===== src/rtl/mdm_cts_pkg.sv =====
package mdm_cts_pkg;

    localparam int MSR_W        = 8;
    localparam int BIT_LINE     = 4;
    localparam int BIT_DELTA    = 0;

    typedef enum logic {
        TRK_FILL,
        TRK_LIVE
    } trk_state_e;

    typedef enum logic {
        FLG_CLEAR,
        FLG_PENDING
    } flag_state_e;

    typedef enum logic [1:0] {
        FC_SEND,
        FC_DRAIN,
        FC_HALT
    } fc_state_e;

endpackage


===== src/rtl/mdm_sync_chain.sv =====
module mdm_sync_chain #(
    parameter int   STAGES    = 2,
    parameter logic RESET_VAL = 1'b1
) (
    input  logic clk,
    input  logic rst_n,
    input  logic d_async,
    output logic q_sync
);

    logic [STAGES-1:0] chain_q;

    generate
        for (genvar g = 0; g < STAGES; g++) begin : g_stage
            if (g == 0) begin : g_first
                always_ff @(posedge clk or negedge rst_n) begin
                    if (!rst_n) chain_q[0] <= RESET_VAL;
                    else        chain_q[0] <= d_async;
                end
            end else begin : g_rest
                always_ff @(posedge clk or negedge rst_n) begin
                    if (!rst_n) chain_q[g] <= RESET_VAL;
                    else        chain_q[g] <= chain_q[g-1];
                end
            end
        end
    endgenerate

    assign q_sync = chain_q[STAGES-1];

endmodule


===== src/rtl/mdm_delta_tracker.sv =====
module mdm_delta_tracker
    import mdm_cts_pkg::*;
#(
    parameter int FILL_EDGES = 3
) (
    input  logic clk,
    input  logic rst_n,
    input  logic obs_in,
    input  logic rd_strobe,
    output logic obs_q,
    output logic delta_flag,
    output logic live
);

    localparam int CW = $clog2(FILL_EDGES + 1);

    trk_state_e  trk_state, trk_next;
    flag_state_e flg_state, flg_next;
    logic [CW-1:0] fill_cnt, fill_next;
    logic change_seen;

    // state register process
    always_ff @(posedge clk or negedge rst_n) begin
        if (!rst_n) begin
            trk_state <= TRK_FILL;
            flg_state <= FLG_CLEAR;
            fill_cnt  <= '0;
            obs_q     <= 1'b0;
        end else begin
            trk_state <= trk_next;
            flg_state <= flg_next;
            fill_cnt  <= fill_next;
            obs_q     <= obs_in;
        end
    end

    assign change_seen = (trk_state == TRK_LIVE) && (obs_in != obs_q);

    // next-state process
    always_comb begin
        trk_next  = trk_state;
        fill_next = fill_cnt;
        unique case (trk_state)
            TRK_FILL: begin
                if (fill_cnt == CW'(FILL_EDGES - 1)) trk_next = TRK_LIVE;
                else                                 fill_next = fill_cnt + 1'b1;
            end
            TRK_LIVE: trk_next = TRK_LIVE;
            default:  trk_next = TRK_FILL;
        endcase

        flg_next = flg_state;
        unique case (flg_state)
            FLG_CLEAR: begin
                if (change_seen) flg_next = FLG_PENDING;
            end
            FLG_PENDING: begin
                if (!change_seen && rd_strobe) flg_next = FLG_CLEAR;
            end
            default: flg_next = FLG_CLEAR;
        endcase
    end

    // output process
    always_comb begin
        delta_flag = (flg_state == FLG_PENDING);
        live       = (trk_state == TRK_LIVE);
    end

endmodule


===== src/rtl/mdm_flow_gate.sv =====
module mdm_flow_gate
    import mdm_cts_pkg::*;
(
    input  logic clk,
    input  logic rst_n,
    input  logic afc_en,
    input  logic line_ok,
    input  logic live,
    input  logic boundary,
    output logic permit
);

    fc_state_e fc_state, fc_next;
    logic stop_req;

    assign stop_req = afc_en && live && !line_ok;

    always_ff @(posedge clk or negedge rst_n) begin
        if (!rst_n) fc_state <= FC_SEND;
        else        fc_state <= fc_next;
    end

    always_comb begin
        fc_next = fc_state;
        unique case (fc_state)
            FC_SEND: begin
                if (stop_req) fc_next = boundary ? FC_HALT : FC_DRAIN;
            end
            FC_DRAIN: begin
                if (!stop_req)     fc_next = FC_SEND;
                else if (boundary) fc_next = FC_HALT;
            end
            FC_HALT: begin
                if (!stop_req) fc_next = FC_SEND;
            end
            default: fc_next = FC_SEND;
        endcase
    end

    always_comb begin
        permit = (fc_state != FC_HALT);
    end

endmodule


===== src/rtl/mdm_cts_status.sv =====
module mdm_cts_status
    import mdm_cts_pkg::*;
#(
    parameter int SYNC_STAGES = 2
) (
    input  logic             clk,
    input  logic             rst_n,
    input  logic             cts_n_pin,
    input  logic             mcr_rts,
    input  logic             mcr_loop,
    input  logic             mcr_afc,
    input  logic             msi_enable,
    input  logic             msr_read,
    input  logic             tx_char_boundary,
    output logic [MSR_W-1:0] msr_value,
    output logic             msi_irq,
    output logic             tx_permit
);

    localparam int FILL_EDGES = SYNC_STAGES + 1;

    logic cts_n_sync;
    logic line_sel;
    logic line_q;
    logic delta_flag;
    logic trk_live;

    mdm_sync_chain #(
        .STAGES    (SYNC_STAGES),
        .RESET_VAL (1'b1)
    ) u_sync (
        .clk     (clk),
        .rst_n   (rst_n),
        .d_async (cts_n_pin),
        .q_sync  (cts_n_sync)
    );

    // asserted sense of the line: pin inverted, or RTS in loopback
    assign line_sel = mcr_loop ? mcr_rts : ~cts_n_sync;

    mdm_delta_tracker #(
        .FILL_EDGES (FILL_EDGES)
    ) u_track (
        .clk        (clk),
        .rst_n      (rst_n),
        .obs_in     (line_sel),
        .rd_strobe  (msr_read),
        .obs_q      (line_q),
        .delta_flag (delta_flag),
        .live       (trk_live)
    );

    mdm_flow_gate u_gate (
        .clk      (clk),
        .rst_n    (rst_n),
        .afc_en   (mcr_afc),
        .line_ok  (line_q),
        .live     (trk_live),
        .boundary (tx_char_boundary),
        .permit   (tx_permit)
    );

    always_comb begin
        msr_value            = '0;
        msr_value[BIT_LINE]  = line_q;
        msr_value[BIT_DELTA] = delta_flag;
        msi_irq              = delta_flag && msi_enable;
    end

endmodule


===== config.mk =====
export PLATFORM = sky130hd
export DESIGN_NAME = mdm_cts_status
export DESIGN_NICKNAME = d
export VERILOG_FILES = /design/src/rtl/mdm_cts_pkg.sv /design/src/rtl/mdm_sync_chain.sv /design/src/rtl/mdm_delta_tracker.sv /design/src/rtl/mdm_flow_gate.sv /design/src/rtl/mdm_cts_status.sv
export SDC_FILE = /design/constraint.sdc
export NUM_CORES = 1
export LEC_CHECK = 0
export BUFFER_PORTS_ARGS = -buffer_cell sky130_fd_sc_hd__buf_2
export CORE_AREA = 5 5 42 44
export CTS_BUF_LIST = sky130_fd_sc_hd__clkbuf_4 sky130_fd_sc_hd__clkbuf_8
export DETAILED_ROUTE_END_ITERATION = 8
export DIE_AREA = 0 0 47 49
export HOLD_SLACK_MARGIN = 0.08
export SLEW_MARGIN = 20
export SYNTH_ARGS = -nofsm -noshare
export SYNTH_HDL_FRONTEND = slang
export SYNTH_SLANG_ARGS = --single-unit

===== constraint.sdc =====
create_clock -name clk -period 1.9 [get_ports clk]
set_input_delay 0.19 -clock clk [delete_from_list [all_inputs] [get_ports clk]]
set_output_delay 0.19 -clock clk [all_outputs]
set_load 0.005 [all_outputs]

==> results of run 1 <==
metal layers:
layer / global-route usage / up-vias
li1: - / 136
met1: 0.0792 / 134
met2: 0.0928 / 10
met3: 0.0443 / 0
met4: 0.0138 / 0
met5: 0 / -
state kept, by name, indices dropped and copies added (netlist names):
register / flops
u_sync.chain_q: 1
u_track.fill_cnt: 2
u_track.obs_q: 1
u_track.live: 1
u_gate.fc_state: 2
u_sync.q_sync: 1
u_track.delta_flag: 1
per-stage QoR:
stage	setup WS, ns	cell area, um2	power, uW	cells	utilization
3_5_place_dp	0.702	458	250	61	0.327
5_1_grt	0.651	508	436	67	0.363
4_1_cts	0.688	508	417	67	0.363
2_1_floorplan	0.730	449	242	42	-
6_report	0.705	508	407	67	0.363
3_3_place_gp	0.742	458	249	61	0.327
worst max-delay path, delay by kind of cell (launching register included):
| kind | cells | cell delay [ns] |
|---|---|---|
| compound gates | 1 | 0.05 |
| fa+ha+maj | 1 | 0.19 |
| buf+inv | 1 | 0.06 |
| flops | 1 | 0.38 |
| simple gates | 2 | 0.41 |
cell type report:
class                   count  area [um2]
clock buffers               4        30.0
fillers                   159         893
inverters                   2        7.51
multi-input cells          22         143
flip-flops and latches      9         228
well taps                  16        20.0
repair buffers             14        80.1
kinds of logic (layout without fill, tap and decap cells):
group	Yosys count	after routing	synth area share
DFF	9	9	0.529
xor gates and xnor gates	1	1	0.0378
other	1	6	0.00871
and+or+nand+nor	9	9	0.113
adders and majority gates	1	1	0.0291
AOI/OAI and AO/OA	5	5	0.0988
buffers and inverters	11	20	0.183
cell usage in the layout, fill, tap and decap left out, drive strengths merged:
cell / Yosys / final
buf: 9 / 12
dfrtp: 7 / 7
conb: 1 / 6
clkbuf: 0 / 4
inv: 2 / 2
nand2: 2 / 2
dlygate4sd3: 0 / 2
dfstp: 2 / 2
o21ai: 2 / 2
nand2b: 1 / 1
and2: 1 / 1
nor2b: 1 / 1
o2111a: 1 / 1
a221o: 1 / 1
or2: 1 / 1
nand3b: 1 / 1
nor3: 1 / 1
nor2: 1 / 1
a211oi: 1 / 1
xnor2: 1 / 1
ha: 1 / 1
Yosys cell counts (2+ instances only):
master and number:
buf_4 8, dfrtp_1 7, nand2_1 2, dfstp_2 2, inv_1 2
how the worst min path moves through the flow:
stage	start	endpoint	slack [ns]	cells after the start
after floorplan	rst_n	u_gate.fc_state[0]	-0.11	0
after global placement	rst_n	u_track.fill_cnt[1]	0.05	1
after detailed placement	rst_n	u_track.fill_cnt[1]	0.05	1
after CTS	tx_char_boundary	u_gate.fc_state[0]	0.1	2
after global routing	tx_char_boundary	u_gate.fc_state[0]	0.10	2
final	tx_char_boundary	u_gate.fc_state[0]	0.10	2
power groups by stage:
stage                     clock (uW)  sequential [uW]  combinational (uW)
after global placement             0              212                37.1
final                            158              209                40.2
after CTS                        168              209                40.8
after floorplan                    0              210                31.9
after global routing             181              210                45.5
after detailed placement           0              212                37.6
what timing repair did:
item                      4_1_cts  5_1_grt
setup buffers                   0        0
hold buffers                    2        0
resized for setup               0        0
hold endpoints to repair       10        0
==> results.py, run 1 <==
metrics = {
    "run_status": {
        "status": "finished clean",
    },
    "worst_setup_path": {
        "path_cells": "inv_1 > ha_1 > or2_1 > nand2_1 > o21ai_2",
        "slowest_delay_ns": 0.38,
        "critPathLaunch": "u_track.fill_cnt[0]",
        "r2r-start": "u_track.fill_cnt[0]",
        "r2r_end": "u_track.fill_cnt[1]",
        "cp_slowest_cell": "dfrtp_1",
        "arrival_ns": 1.34,
        "start_kind": "register",
        "cp.required_ns": 2.04,
        "rrSetupSlack_ns": 0.70,
        "crit_fanout": 4,
        "cp-end-kind": "register",
        "rr_worst_depth": 5,
        "critPathKind": "reg2reg",
        "crit_end": "u_track.fill_cnt[1]",
    },
    "die": {
        "initial_core_util": 0.307,
        "dieArea_mm2": 0.00230,
        "die_x_um": 47,
        "io_pins": 19,
        "fp.dieH_um": 49,
        "core_mm2": 0.00140,
        "row_count": 14,
    },
    "cells_and_area": {
        "diodes": 0,
        "area_delta_synth_final_pct": 18.0,
        "nNetsFinal": 62,
        "drive_above_1_share": 0.392,
    },
    "place": {
        "place_hpwl_um": 529,
        "port_buffers": 12,
        "gp_congestion": 0.626,
    },
    "pwr": {
        "p_seq_frac": 0.513,
        "p_int_uw": 319,
        "power.density_mw_per_mm2": 800,
        "power_frac_clock": 0.388,
        "leakage_uw": 0.000250,
        "switching_share": 0.215,
        "p_sw_uw": 87.3,
        "vdd_drop_max_mv": 0.345,
        "p_comb_frac": 0.099,
    },
    "global_routing": {
        "antenna_found_initial": 0,
        "grt_max_degree": 10,
        "grt_pass1_vias": 255,
        "grt_pass1_wl_mm": 1.04,
        "grtUsageTotal": 0.0647,
        "overflow": 0,
    },
    "sta": {
        "period_share": 0.629,
        "holdWs_ns": 0.103,
        "hold_viol_final": 0,
        "tns_ns": 0,
        "period_needed_ns": 1.20,
        "fmax_ghz": 0.836,
        "finalSetupViolCount": 0,
        "clock_skew_ns": 0.00117,
        "rsz0062_at_grt": "no",
        "slew_violations": 0,
    },
    "yosys": {
        "ys.flop_type": "dfrtp_1",
        "syn-cell-area_um2": 430,
        "synth_seq_cells": 9,
        "avgSynthCellArea_um2": 11.6,
        "synth-edff-count": 0,
        "syn_inst": 37,
        "yosys_warnings": 0,
        "async_flop_share": 1.00,
        "synth_top_cell_area_share": 0.407,
        "synth_area_leader_cell": "dfrtp_1",
        "ys_types": 21,
        "synth_area_leaders": "dfrtp_1 (41%), buf_4 (14%), dfstp_2 (12%)",
        "synth_seq_area_share": 0.529,
    },
    "drt": {
        "dr_wl_met2_um": 347,
        "drc_errors": 0,
        "wl_per_cell_um": 9.75,
        "wirelength_um": 653,
        "dr.pass1.iters": 2,
        "wl_met3_um": 67,
        "vias": 280,
        "highest-signal-layer": "met3",
        "ant_nets": 0,
        "routed_via_density": 4.18,
        "drt-met1-wl_um": 238,
        "drt_iter0_drc": 1,
    },
    "flow_run": {
        "drv_cap": 0,
    },
    "cts": {
        "cts_tree": "yes",
        "cts_buffer_depth": 2,
        "numClockSinks": 9,
        "insertion_delay_ns": 0.25,
        "cts_made_buffers": 3,
        "ctsHtreeMaxLevel": 1,
        "cts_root_buf": "clkbuf_4",
        "clk_pin_slew_ns": 0.06,
    },
    "hold_path": {
        "hold_path_class": "in2reg",
    },
}
(Power assumes the default switching activity.)
==> inputs of run 2 (changes only) <==
--- a/config.mk
+++ b/config.mk
@@ -5,6 +5,7 @@
 export SDC_FILE = /design/constraint.sdc
 export NUM_CORES = 1
 export LEC_CHECK = 0
+export ABC_AREA = 1
 export BUFFER_PORTS_ARGS = -buffer_cell sky130_fd_sc_hd__buf_2
 export CORE_AREA = 5 5 42 44
 export CTS_BUF_LIST = sky130_fd_sc_hd__clkbuf_4 sky130_fd_sc_hd__clkbuf_8
==> constraint.sdc (replaced) <==
create_clock -name clk -period 1.2 [get_ports clk]
set_input_delay 0.12 -clock clk [delete_from_list [all_inputs] [get_ports clk]]
set_output_delay 0.12 -clock clk [all_outputs]
set_load 0.005 [all_outputs]
==> results.py, run 2 <==
metrics = {
    "hold_path": {
        "hold_path_class": "in2reg",
        "hold_depth": 3,
    },
    "cells_and_area": {
        "top_regs": "u_gate.fc_state (2), u_track.fill_cnt (2)",
        "area_delta_synth_final_pct": 24.6,
        "fillers": 152,
        "drive_above_1_share": 0.313,
        "final_area_um2": 552,
        "final_common_cell": "buf_2",
        "layout.cells.non_filler": 83,
        "layout_common_cells": "buf_2 (12), nand2_1 (11), inv_1 (10)",
        "diodes": 0,
        "nNetsFinal": 78,
    },
    "worst_setup_path": {
        "rr_worst_depth": 6,
        "path_cells": "inv_1 > ha_1 > nor2_2 > inv_2 > nand2_1 > o21ai_2",
        "cp.required_ns": 1.35,
        "slowest_delay_ns": 0.36,
        "cp_slowest_cell": "dfrtp_1",
        "r2r-start": "u_track.fill_cnt[0]",
        "cp-end-kind": "register",
        "crit_end": "u_track.fill_cnt[1]",
        "critPathLaunch": "u_track.fill_cnt[0]",
        "crit_fanout": 3,
        "start_kind": "register",
        "arrival_ns": 1.20,
        "rrSetupSlack_ns": 0.15,
        "r2r_end": "u_track.fill_cnt[1]",
        "critPathKind": "reg2reg",
    },
    "yosys": {
        "synth_seq_area_share": 0.514,
        "synth_common_cells": "nand2_1 (11), inv_1 (10), buf_4 (8)",
        "ys_types": 15,
        "synth_seq_cells": 9,
        "ys.flop_type": "dfrtp_1",
        "yosys_warnings": 0,
        "syn-cell-area_um2": 443,
        "synth_area_leaders": "dfrtp_1 (40%), buf_4 (14%), dfstp_2 (12%)",
        "syn_inst": 50,
        "avgSynthCellArea_um2": 8.86,
        "synth.most_common_cell": "nand2_1",
        "async_flop_share": 1.00,
        "synth-edff-count": 0,
        "synth_top_cell_area_share": 0.395,
        "synth_area_leader_cell": "dfrtp_1",
    },
    "place": {
        "dpl_cell_area_um2": 482,
        "gp_congestion": 0.648,
        "dp_cells": 75,
        "place_hpwl_um": 545,
        "port_buffers": 12,
    },
    "cts": {
        "ctsHtreeMaxLevel": 1,
        "post-cts-setup-buffer-count": 0,
        "cts_root_buf": "clkbuf_4",
        "insertion_delay_ns": 0.26,
        "clk_pin_slew_ns": 0.06,
        "cts_made_buffers": 3,
        "numClockSinks": 9,
        "cts.repair.resized": 0,
        "cts_tree": "yes",
        "cts_buffer_depth": 2,
    },
    "sta": {
        "rsz0062_at_grt": "no",
        "holdWs_ns": 0.0998,
        "tns_ns": 0,
        "clock_skew_ns": 0.00569,
        "period_share": 0.878,
        "finalSetupViolCount": 0,
        "period_needed_ns": 1.05,
        "slew_violations": 0,
        "fmax_ghz": 0.949,
        "hold_viol_final": 0,
    },
    "die": {
        "io_pins": 19,
        "core_mm2": 0.00140,
        "row_count": 14,
        "die_x_um": 47,
        "dieArea_mm2": 0.00230,
        "initial_core_util": 0.316,
        "fp.dieH_um": 49,
    },
    "drt": {
        "wirelength_um": 669,
        "routed_via_density": 3.89,
        "drt-met1-wl_um": 269,
        "drt_iter0_drc": 0,
        "ant_nets": 0,
        "wl_met3_um": 94,
        "dr_wl_met2_um": 291,
        "vias": 323,
        "drc_errors": 0,
        "dr.pass1.iters": 1,
        "wl_per_cell_um": 8.06,
        "highest-signal-layer": "met4",
    },
    "global_routing": {
        "antenna_found_initial": 0,
        "grt_max_degree": 10,
        "grtUsageTotal": 0.0713,
        "overflow": 0,
        "grt_pass1_wl_mm": 1.05,
        "grt_pass1_vias": 277,
    },
    "pwr": {
        "leakage_uw": 0.000315,
        "power.density_mw_per_mm2": 1190,
        "vdd_drop_max_mv": 0.617,
    },
    "flow_run": {
        "drv_cap": 0,
    },
    "run_status": {
        "status": "finished clean",
    },
}
==> run 2: worst max-delay path: cells and delay by family (launching register included) <==
kind	cells	cell delay, ns
AOI/OAI and AO/OA	1	0.05
adders and majority gates	1	0.19
buffers and inverters	2	0.11
DFF	1	0.36
and+or+nand+nor	2	0.22
==> run 2: cell type report <==
class / instances / area, um2 / area share
Sequential cell: 9 / 228 / 0.413
Multi-Input combinational cell: 27 / 133 / 0.240
Timing Repair Buffer: 16 / 100 / 0.181
Tap cell: 16 / 20.0 / 0.0363
Clock buffer: 4 / 30.0 / 0.0544
Inverter: 11 / 41.3 / 0.0748
==> run 2: power breakdown <==
| part | total, uW | switching [uW] | internal (uW) | leakage [uW] |
|---|---|---|---|---|
| registers | 329 | 8.62 | 320 | 0.000102 |
| logic | 75.4 | 37.8 | 37.6 | 0.000195 |
| clock network | 253 | 102 | 151 | 0.0000184 |
| total | 657 | 149 | 508 | 0.000315 |
==> run 2: what timing repair did <==
item | in CTS | in global routing
hold buffers | 4 | 0
endpoints found under the setup margin | 0 | 0
hold endpoints to repair | 12 | 0
==> run 2: kinds of logic after synthesis <==
group | count (synthesis) | share of synthesized area
buffers and inverters | 19 | 0.229
AND/OR/NAND/NOR | 17 | 0.170
flip-flops | 9 | 0.514
AO/OA/AOI/OAI | 2 | 0.0311
XOR/XNOR | 1 | 0.0198
adder cells (fa/ha/maj) | 1 | 0.0282
other | 1 | 0.00847
==> run 2: worst min path at each step <==
stage                       start             endpoint  slack [ns]
after floorplan             rst_n   u_gate.fc_state[0]       -0.18
after global placement      rst_n  u_track.fill_cnt[0]       -0.02
after detailed placement    rst_n  u_track.fill_cnt[1]       -0.02
after CTS                 mcr_rts        u_track.obs_q        0.10
after global routing      mcr_afc   u_gate.fc_state[0]        0.10
final                     mcr_rts        u_track.obs_q         0.1
==> run 2: through the flow <==
step | util | power, uW | setup slack (ns)
finish | 0.394 | 657 | 0.147
global route | 0.394 | 702 | 0.0788
CTS | 0.394 | 668 | 0.137
detailed placement | 0.344 | 401 | 0.164
global placement | 0.344 | 400 | 0.205
floorplan | - | 387 | 0.215
==> run 2: per-layer routing <==
| metal | vias up | GRT usage |
|---|---|---|
| li1 | 169 | - |
| met1 | 138 | 0.0685 |
| met2 | 14 | 0.0905 |
| met3 | 2 | 0.0664 |
| met4 | 0 | 0.0553 |
| met5 | - | 0 |
